`config.mk`:
```
export PLATFORM = sky130hd
export DESIGN_NAME = refsw_top
export DESIGN_NICKNAME = d
export VERILOG_FILES = /design/src/rtl/refsw_pkg.sv /design/src/rtl/refsw_sync.sv /design/src/rtl/refsw_monitor.sv /design/src/rtl/refsw_ctrl.sv /design/src/rtl/refsw_top.sv
export SDC_FILE = /design/constraint.sdc
export NUM_CORES = 1
export LEC_CHECK = 0
export BUFFER_PORTS_ARGS = -buffer_cell sky130_fd_sc_hd__buf_2
export CORE_UTILIZATION = 57
export DETAILED_ROUTE_END_ITERATION = 10
export GPL_TIMING_DRIVEN = 0
export HOLD_SLACK_MARGIN = 0.12
export PLACE_DENSITY = 0.82
export SLEW_MARGIN = 20
export SYNTH_ARGS = -nofsm -noshare
export SYNTH_HDL_FRONTEND = slang
export SYNTH_SLANG_ARGS = --single-unit
```
`constraint.sdc`:
```
create_clock -name clk -period 4.3 [get_ports clk]
set_input_delay 1.29 -clock clk [delete_from_list [all_inputs] [get_ports clk]]
set_output_delay 1.29 -clock clk [all_outputs]
set_load 0.01 [all_outputs]
```
`src/rtl/refsw_pkg.sv`:
```
package refsw_pkg;

  typedef enum logic [1:0] {
    CP_NORMAL  = 2'b00,
    CP_HIGHZ   = 2'b01,
    CP_MIDRAIL = 2'b10
  } cp_mode_t;

  typedef enum logic [1:0] {
    ST_HOLD = 2'd0,
    ST_ON_A = 2'd1,
    ST_ON_B = 2'd2
  } sel_state_t;

  // Next qualification count: saturates at the limit, cleared on a miss.
  function automatic int unsigned qual_step(input int unsigned cur,
                                            input logic hit,
                                            input int unsigned limit);
    if (!hit)             return 0;
    else if (cur >= limit) return limit;
    else                  return cur + 1;
  endfunction

  // Pump code for a given holdover condition.
  function automatic cp_mode_t pump_code(input logic in_hold,
                                         input logic midrail);
    if (!in_hold)    return CP_NORMAL;
    else if (midrail) return CP_MIDRAIL;
    else             return CP_HIGHZ;
  endfunction

endpackage

```
`src/rtl/refsw_sync.sv`:
```
module refsw_sync #(
  parameter int STAGES = 2
) (
  input  logic clk,
  input  logic rst,
  input  logic async_in,
  output logic rise
);
  logic [STAGES:0] chain;

  always_ff @(posedge clk) begin
    if (rst) chain <= '0;
    else     chain <= {chain[STAGES-1:0], async_in};
  end

  // chain[STAGES-1] is the synchronised level, chain[STAGES] its delayed copy
  assign rise = chain[STAGES-1] & ~chain[STAGES];
endmodule

```
`src/rtl/refsw_monitor.sv`:
```
module refsw_monitor #(
  parameter int WIN_CYCLES   = 16,
  parameter int QUAL_WINDOWS = 3
) (
  input  logic clk,
  input  logic rst,
  input  logic edge_seen,
  output logic present,
  output logic win_end
);
  import refsw_pkg::*;

  localparam int CW = (WIN_CYCLES > 1) ? $clog2(WIN_CYCLES) : 1;
  localparam int GW = $clog2(QUAL_WINDOWS + 1);
  localparam logic [CW-1:0] LAST = CW'(WIN_CYCLES - 1);

  logic [CW-1:0] win_cnt;
  logic          seen_q;
  logic [GW-1:0] good_cnt;
  logic          hit;
  logic [GW-1:0] good_nxt;

  assign win_end  = (win_cnt == LAST);
  assign hit      = seen_q | edge_seen;
  assign good_nxt = GW'(qual_step(int'(good_cnt), hit, QUAL_WINDOWS));

  always_ff @(posedge clk) begin
    if (rst) begin
      win_cnt  <= '0;
      seen_q   <= 1'b0;
      good_cnt <= '0;
      present  <= 1'b0;
    end else if (win_end) begin
      win_cnt  <= '0;
      seen_q   <= 1'b0;
      good_cnt <= good_nxt;
      present  <= (int'(good_nxt) >= QUAL_WINDOWS);
    end else begin
      win_cnt  <= win_cnt + 1'b1;
      seen_q   <= hit;
    end
  end
endmodule

```
`src/rtl/refsw_ctrl.sv`:
```
module refsw_ctrl (
  input  logic clk,
  input  logic rst,
  input  logic ok_a,
  input  logic ok_b,
  input  logic auto_en,
  input  logic sel_from_pin,
  input  logic sel_reg,
  input  logic sel_pin,
  input  logic revert_en,
  input  logic hold_midrail,
  output logic use_b,
  output logic holdover,
  output logic [1:0] cp_mode
);
  import refsw_pkg::*;

  sel_state_t state, state_nxt;
  logic       auto_b, auto_b_nxt;
  logic       manual_b;
  cp_mode_t   code;

  always_comb begin
    state_nxt = state;
    case (state)
      ST_ON_A: begin
        if (!ok_a) state_nxt = ok_b ? ST_ON_B : ST_HOLD;
      end
      ST_ON_B: begin
        if (!ok_b)                 state_nxt = ok_a ? ST_ON_A : ST_HOLD;
        else if (revert_en && ok_a) state_nxt = ST_ON_A;
      end
      default: begin
        if (ok_a)      state_nxt = ST_ON_A;
        else if (ok_b) state_nxt = ST_ON_B;
      end
    endcase
  end

  always_comb begin
    auto_b_nxt = auto_b;
    if (state_nxt == ST_ON_A)      auto_b_nxt = 1'b0;
    else if (state_nxt == ST_ON_B) auto_b_nxt = 1'b1;
  end

  always_ff @(posedge clk) begin
    if (rst) begin
      state  <= ST_HOLD;
      auto_b <= 1'b0;
    end else begin
      state  <= state_nxt;
      auto_b <= auto_b_nxt;
    end
  end

  assign manual_b = sel_from_pin ? sel_pin : sel_reg;
  assign use_b    = auto_en ? auto_b : manual_b;
  assign holdover = auto_en ? (state == ST_HOLD) : !(ok_a || ok_b);
  assign code     = pump_code(holdover, hold_midrail);
  assign cp_mode  = code;
endmodule

```
`src/rtl/refsw_top.sv`:
```
module refsw_top #(
  parameter int WIN_CYCLES   = 16,
  parameter int QUAL_WINDOWS = 3,
  parameter int SYNC_STAGES  = 2
) (
  input  logic       clk,
  input  logic       rst,
  input  logic       ref_a_div,
  input  logic       ref_b_div,
  input  logic       auto_en,
  input  logic       sel_from_pin,
  input  logic       sel_reg,
  input  logic       sel_pin,
  input  logic       revert_en,
  input  logic       hold_midrail,
  output logic       use_b,
  output logic       ref_ok_a,
  output logic       ref_ok_b,
  output logic       holdover,
  output logic [1:0] cp_mode
);
  localparam int NREF = 2;

  logic [NREF-1:0] ref_in;
  logic [NREF-1:0] rise_ev;
  logic [NREF-1:0] ok_vec;
  logic [NREF-1:0] win_end_ev;

  assign ref_in = {ref_b_div, ref_a_div};

  for (genvar i = 0; i < NREF; i++) begin : g_ref
    refsw_sync #(.STAGES(SYNC_STAGES)) u_sync (
      .clk      (clk),
      .rst      (rst),
      .async_in (ref_in[i]),
      .rise     (rise_ev[i])
    );
    refsw_monitor #(.WIN_CYCLES(WIN_CYCLES), .QUAL_WINDOWS(QUAL_WINDOWS)) u_mon (
      .clk       (clk),
      .rst       (rst),
      .edge_seen (rise_ev[i]),
      .present   (ok_vec[i]),
      .win_end   (win_end_ev[i])
    );
  end

  assign ref_ok_a = ok_vec[0];
  assign ref_ok_b = ok_vec[1];

  refsw_ctrl u_ctrl (
    .clk          (clk),
    .rst          (rst),
    .ok_a         (ok_vec[0]),
    .ok_b         (ok_vec[1]),
    .auto_en      (auto_en),
    .sel_from_pin (sel_from_pin),
    .sel_reg      (sel_reg),
    .sel_pin      (sel_pin),
    .revert_en    (revert_en),
    .hold_midrail (hold_midrail),
    .use_b        (use_b),
    .holdover     (holdover),
    .cp_mode      (cp_mode)
  );
endmodule

```
==> qor.csv <==
stage,metric,value,unit
cts,clock buffer depth,2,
power,Seq pwr share,0.648,
cts,CTS tree,built,
cts,clock sink count,25,
global_routing,GR Overflow Total,0,
logic_synthesis,cell with the most instances after synthesis,dfxtp_1,
die,Ports,16,
placed_design,IO Port Bufs,14,
logic_synthesis,number of synthesized flops with an enable pin,0,
power,total power,377,uW
critical_path,WP data required,3.01,ns
cells_and_area,Final Core Density,0.720,
timing,minimum clock period,3.24,ns
min_path,WHS Path Cells,1,
detailed_routing,DRT Pass-1 Iters,7,
die,die width,44.2,um
critical_path,R2R setup slack,2.66,ns
critical_path,crit path kind,input port to output port,
cts,H-Tree Depth,1,
min_path,WHS Endpoint,g_ref[0].u_sync.chain[1]$_SDFF_PP0_,
power,Sw Share,0.234,
power,Pint,289,uW
power,Pleak,0.000468,uW
global_routing,largest net degree at the start of global routing,16,
timing,Setup Skew,0.00516,ns
cts,total CTS buffers,3,
logic_synthesis,register area share after synthesis,0.492,
global_routing,first-pass GRT wire length,2680,um
logic_synthesis,area share of the largest cell type after synthesis,0.492,
timing,Fmax achieved,0.308,GHz
cells_and_area,design area,1150,um2
timing,setup ws final,1.06,ns
logic_synthesis,share of flip-flops with an asynchronous set or reset,0,
detailed_routing,final wirelength,1600,um
critical_path,WP data arrival,1.95,ns
logic_synthesis,syn nets,126,
critical_path,reg-to-reg startpoint,u_ctrl.state[0]$_SDFF_PP0_,
global_routing,initial antenna violation count,0,
global_routing,number of global-route vias before repair,680,
critical_path,crit-path max FO,4,
timing,fin. max-slew vios,0,
power,sw power,88.3,uW
power,VDD IR max,0.000274,V
cells_and_area,Diodes inserted,0,
cts,clk root buf,clkbuf_4,
run_status,failing checks,design-rule violations,
logic_synthesis,Synth cell types,28,
die,Cell Rows,14,
cts,post-cts resize count,0,
min_path,Hold WC Path Type,flop to flop,
placed_design,DP Area,1120,um2
cts,Clock Pin Slew Worst Setup and Hold Paths,0.13,ns
detailed_routing,Remaining DRCs,4,
logic_synthesis,Ys Warns,0,
logic_synthesis,"flops & latches, synth",25,
global_routing,All-Layer GR Usage,0.188,
placed_design,Post-DP HPWL,1190,um
logic_synthesis,top_reg_cell synth,dfxtp_1,
critical_path,Critical Path Start Type,input port,
timing,Least-Margin Pin Slew,0.322,ns
cells_and_area,area delta synth->final,12.8,%
placed_design,dpl ws,1.04,ns
timing,unrepaired setup endpoints after global routing,no,
die,Die Area,1960,um2
cts,Post-CTS Setup Bufs,0,
cells_and_area,share of cells above drive strength 1,0.163,
cts,CTS Hold Bufs,0,
timing,crit share post-route,0.755,
power,Clock power frac,0.279,
cells_and_area,Layout Nets,145,
die,Die H,44.2,um
logic_synthesis,Syn Std Cell Area,1020,um2
detailed_routing,average wire per standard cell,10.4,um
logic_synthesis,Post-Syn Instances,111,
logic_synthesis,Mapped Avg Cell Area,9.16,um2
detailed_routing,Avg Vias per Cell,5.21,
detailed_routing,Vias,797,
detailed_routing,"antenna viol nets, final",0,
timing,final setup vio count,0,
power,PwrDens,328,nW/um2
die,Initial Utilization,0.638,
cts,clk_lat worst skew,0.32,ns
logic_synthesis,Commonest cells post-synth,"dfxtp_1, nor2_1, nor2b_1",
critical_path,reg-to-reg critical path endpoint,u_ctrl.auto_b$_SDFFE_PP0N_,
placed_design,RD Place Congestion,0.817,
logic_synthesis,"area leader, netlist",dfxtp_1,
run,# Max-Cap Violations,0,
detailed_routing,Iter 0 DRT Violations,15,
timing,endpoints failing hold,0,
power,Comb power frac,0.074,
run_status,outcome,finished with violations,
logic_synthesis,synth top area cells,"dfxtp_1, nor2_1, ha_1, nor2b_1, a21oi_1",
min_path,HP Start,g_ref[0].u_sync.chain[0]$_SDFF_PP0_,
critical_path,nature of the critical path endpoint,output port,
timing,setup TNS,0,ns
critical_path,worst r2r path cells,6,
die,core area,1590,um2
timing,Slew HR,0.785,
-- cell families after synthesis --
family | after synthesis | synth area share
xor+xnor | 4 | 0.0344
flops | 25 | 0.492
compound gates | 20 | 0.133
fa+ha+maj | 5 | 0.0615
buf+inv | 9 | 0.0418
simple gates | 47 | 0.228
mux | 1 | 0.00984
-- state kept, by name (all words and copies together), names as in the netlist --
| register | cells |
|---|---|
| u_ctrl.state | 2 |
| g_ref.u_mon.present | 2 |
| u_ctrl.auto_b | 1 |
| g_ref.u_mon.win_cnt | 8 |
| g_ref.u_sync.chain | 6 |
| g_ref.u_mon.good_cnt | 4 |
| g_ref.u_mon.seen_q | 2 |
-- metrics by stage --
stage | cells | hold slack (ns)
2_1_floorplan | 111 | 0.414
3_3_place_gp | 149 | 0.417
3_5_place_dp | 149 | 0.427
4_1_cts | 153 | 0.458
5_1_grt | 153 | 0.472
6_report | 153 | 0.454
-- how the worst max path moves through the flow --
stage,endpoint,from,depth (start not counted)
2_1_floorplan,cp_mode[1],auto_en,4
3_5_place_dp,cp_mode[1],auto_en,6
3_3_place_gp,cp_mode[1],auto_en,6
4_1_cts,cp_mode[1],auto_en,6
5_1_grt,cp_mode[1],auto_en,6
6_report,cp_mode[1],auto_en,6
-- layout make-up --
cell class	count	area, um2
Buffer	2	16.3
Clock buffer	3	22.5
Clock inverter	1	7.51
Fill cell	124	447
Inverter	7	26.3
Multi-Input combinational cell	77	474
Sequential cell	25	500
Tap cell	24	30.0
Timing Repair Buffer	14	70.1
-- power by group through the flow --
stage / Sequential [uW] / Combinational [uW] / Clock, uW
3_5_place_dp: 249 / 27.9 / 0
4_1_cts: 244 / 28.2 / 108
6_report: 244 / 27.7 / 105
5_1_grt: 245 / 31.1 / 114
3_3_place_gp: 249 / 26.7 / 0
2_1_floorplan: 248 / 18.7 / 0
-- critical path, stage by stage --
cell and delay [ns]:
buf_2 0.10, nor3_1 0.04, a21oi_1 0.18, inv_1 0.07
and2_1 0.15, buf_2 0.13
-- placed cells by master (no fill, tap or decap), types with 2 or more instances in the layout --
cell / instances
dfxtp_1: 25
nor2_1: 18
buf_2: 14
nor2b_1: 9
a21oi_1: 8
inv_1: 7
ha_1: 5
nor3_1: 4
nand3_1: 4
nand2b_1: 4
nand2_1: 3
clkbuf_4: 3
nand4_1: 2
and3_1: 2
a211oi_1: 2
xor2_1: 2
a22oi_1: 2
xnor2_1: 2
-- per-layer routing --
layer | vias up | global-route usage | share of wire
li1 | 411 | - | -
met1 | 363 | 0.217 | 0.44
met2 | 19 | 0.332 | 0.49
met3 | 4 | 0.0367 | 0.044
met4 | 0 | 0.0909 | 0.020
met5 | - | 0 | 0
Note: power is estimated with default switching activity, not from simulation.
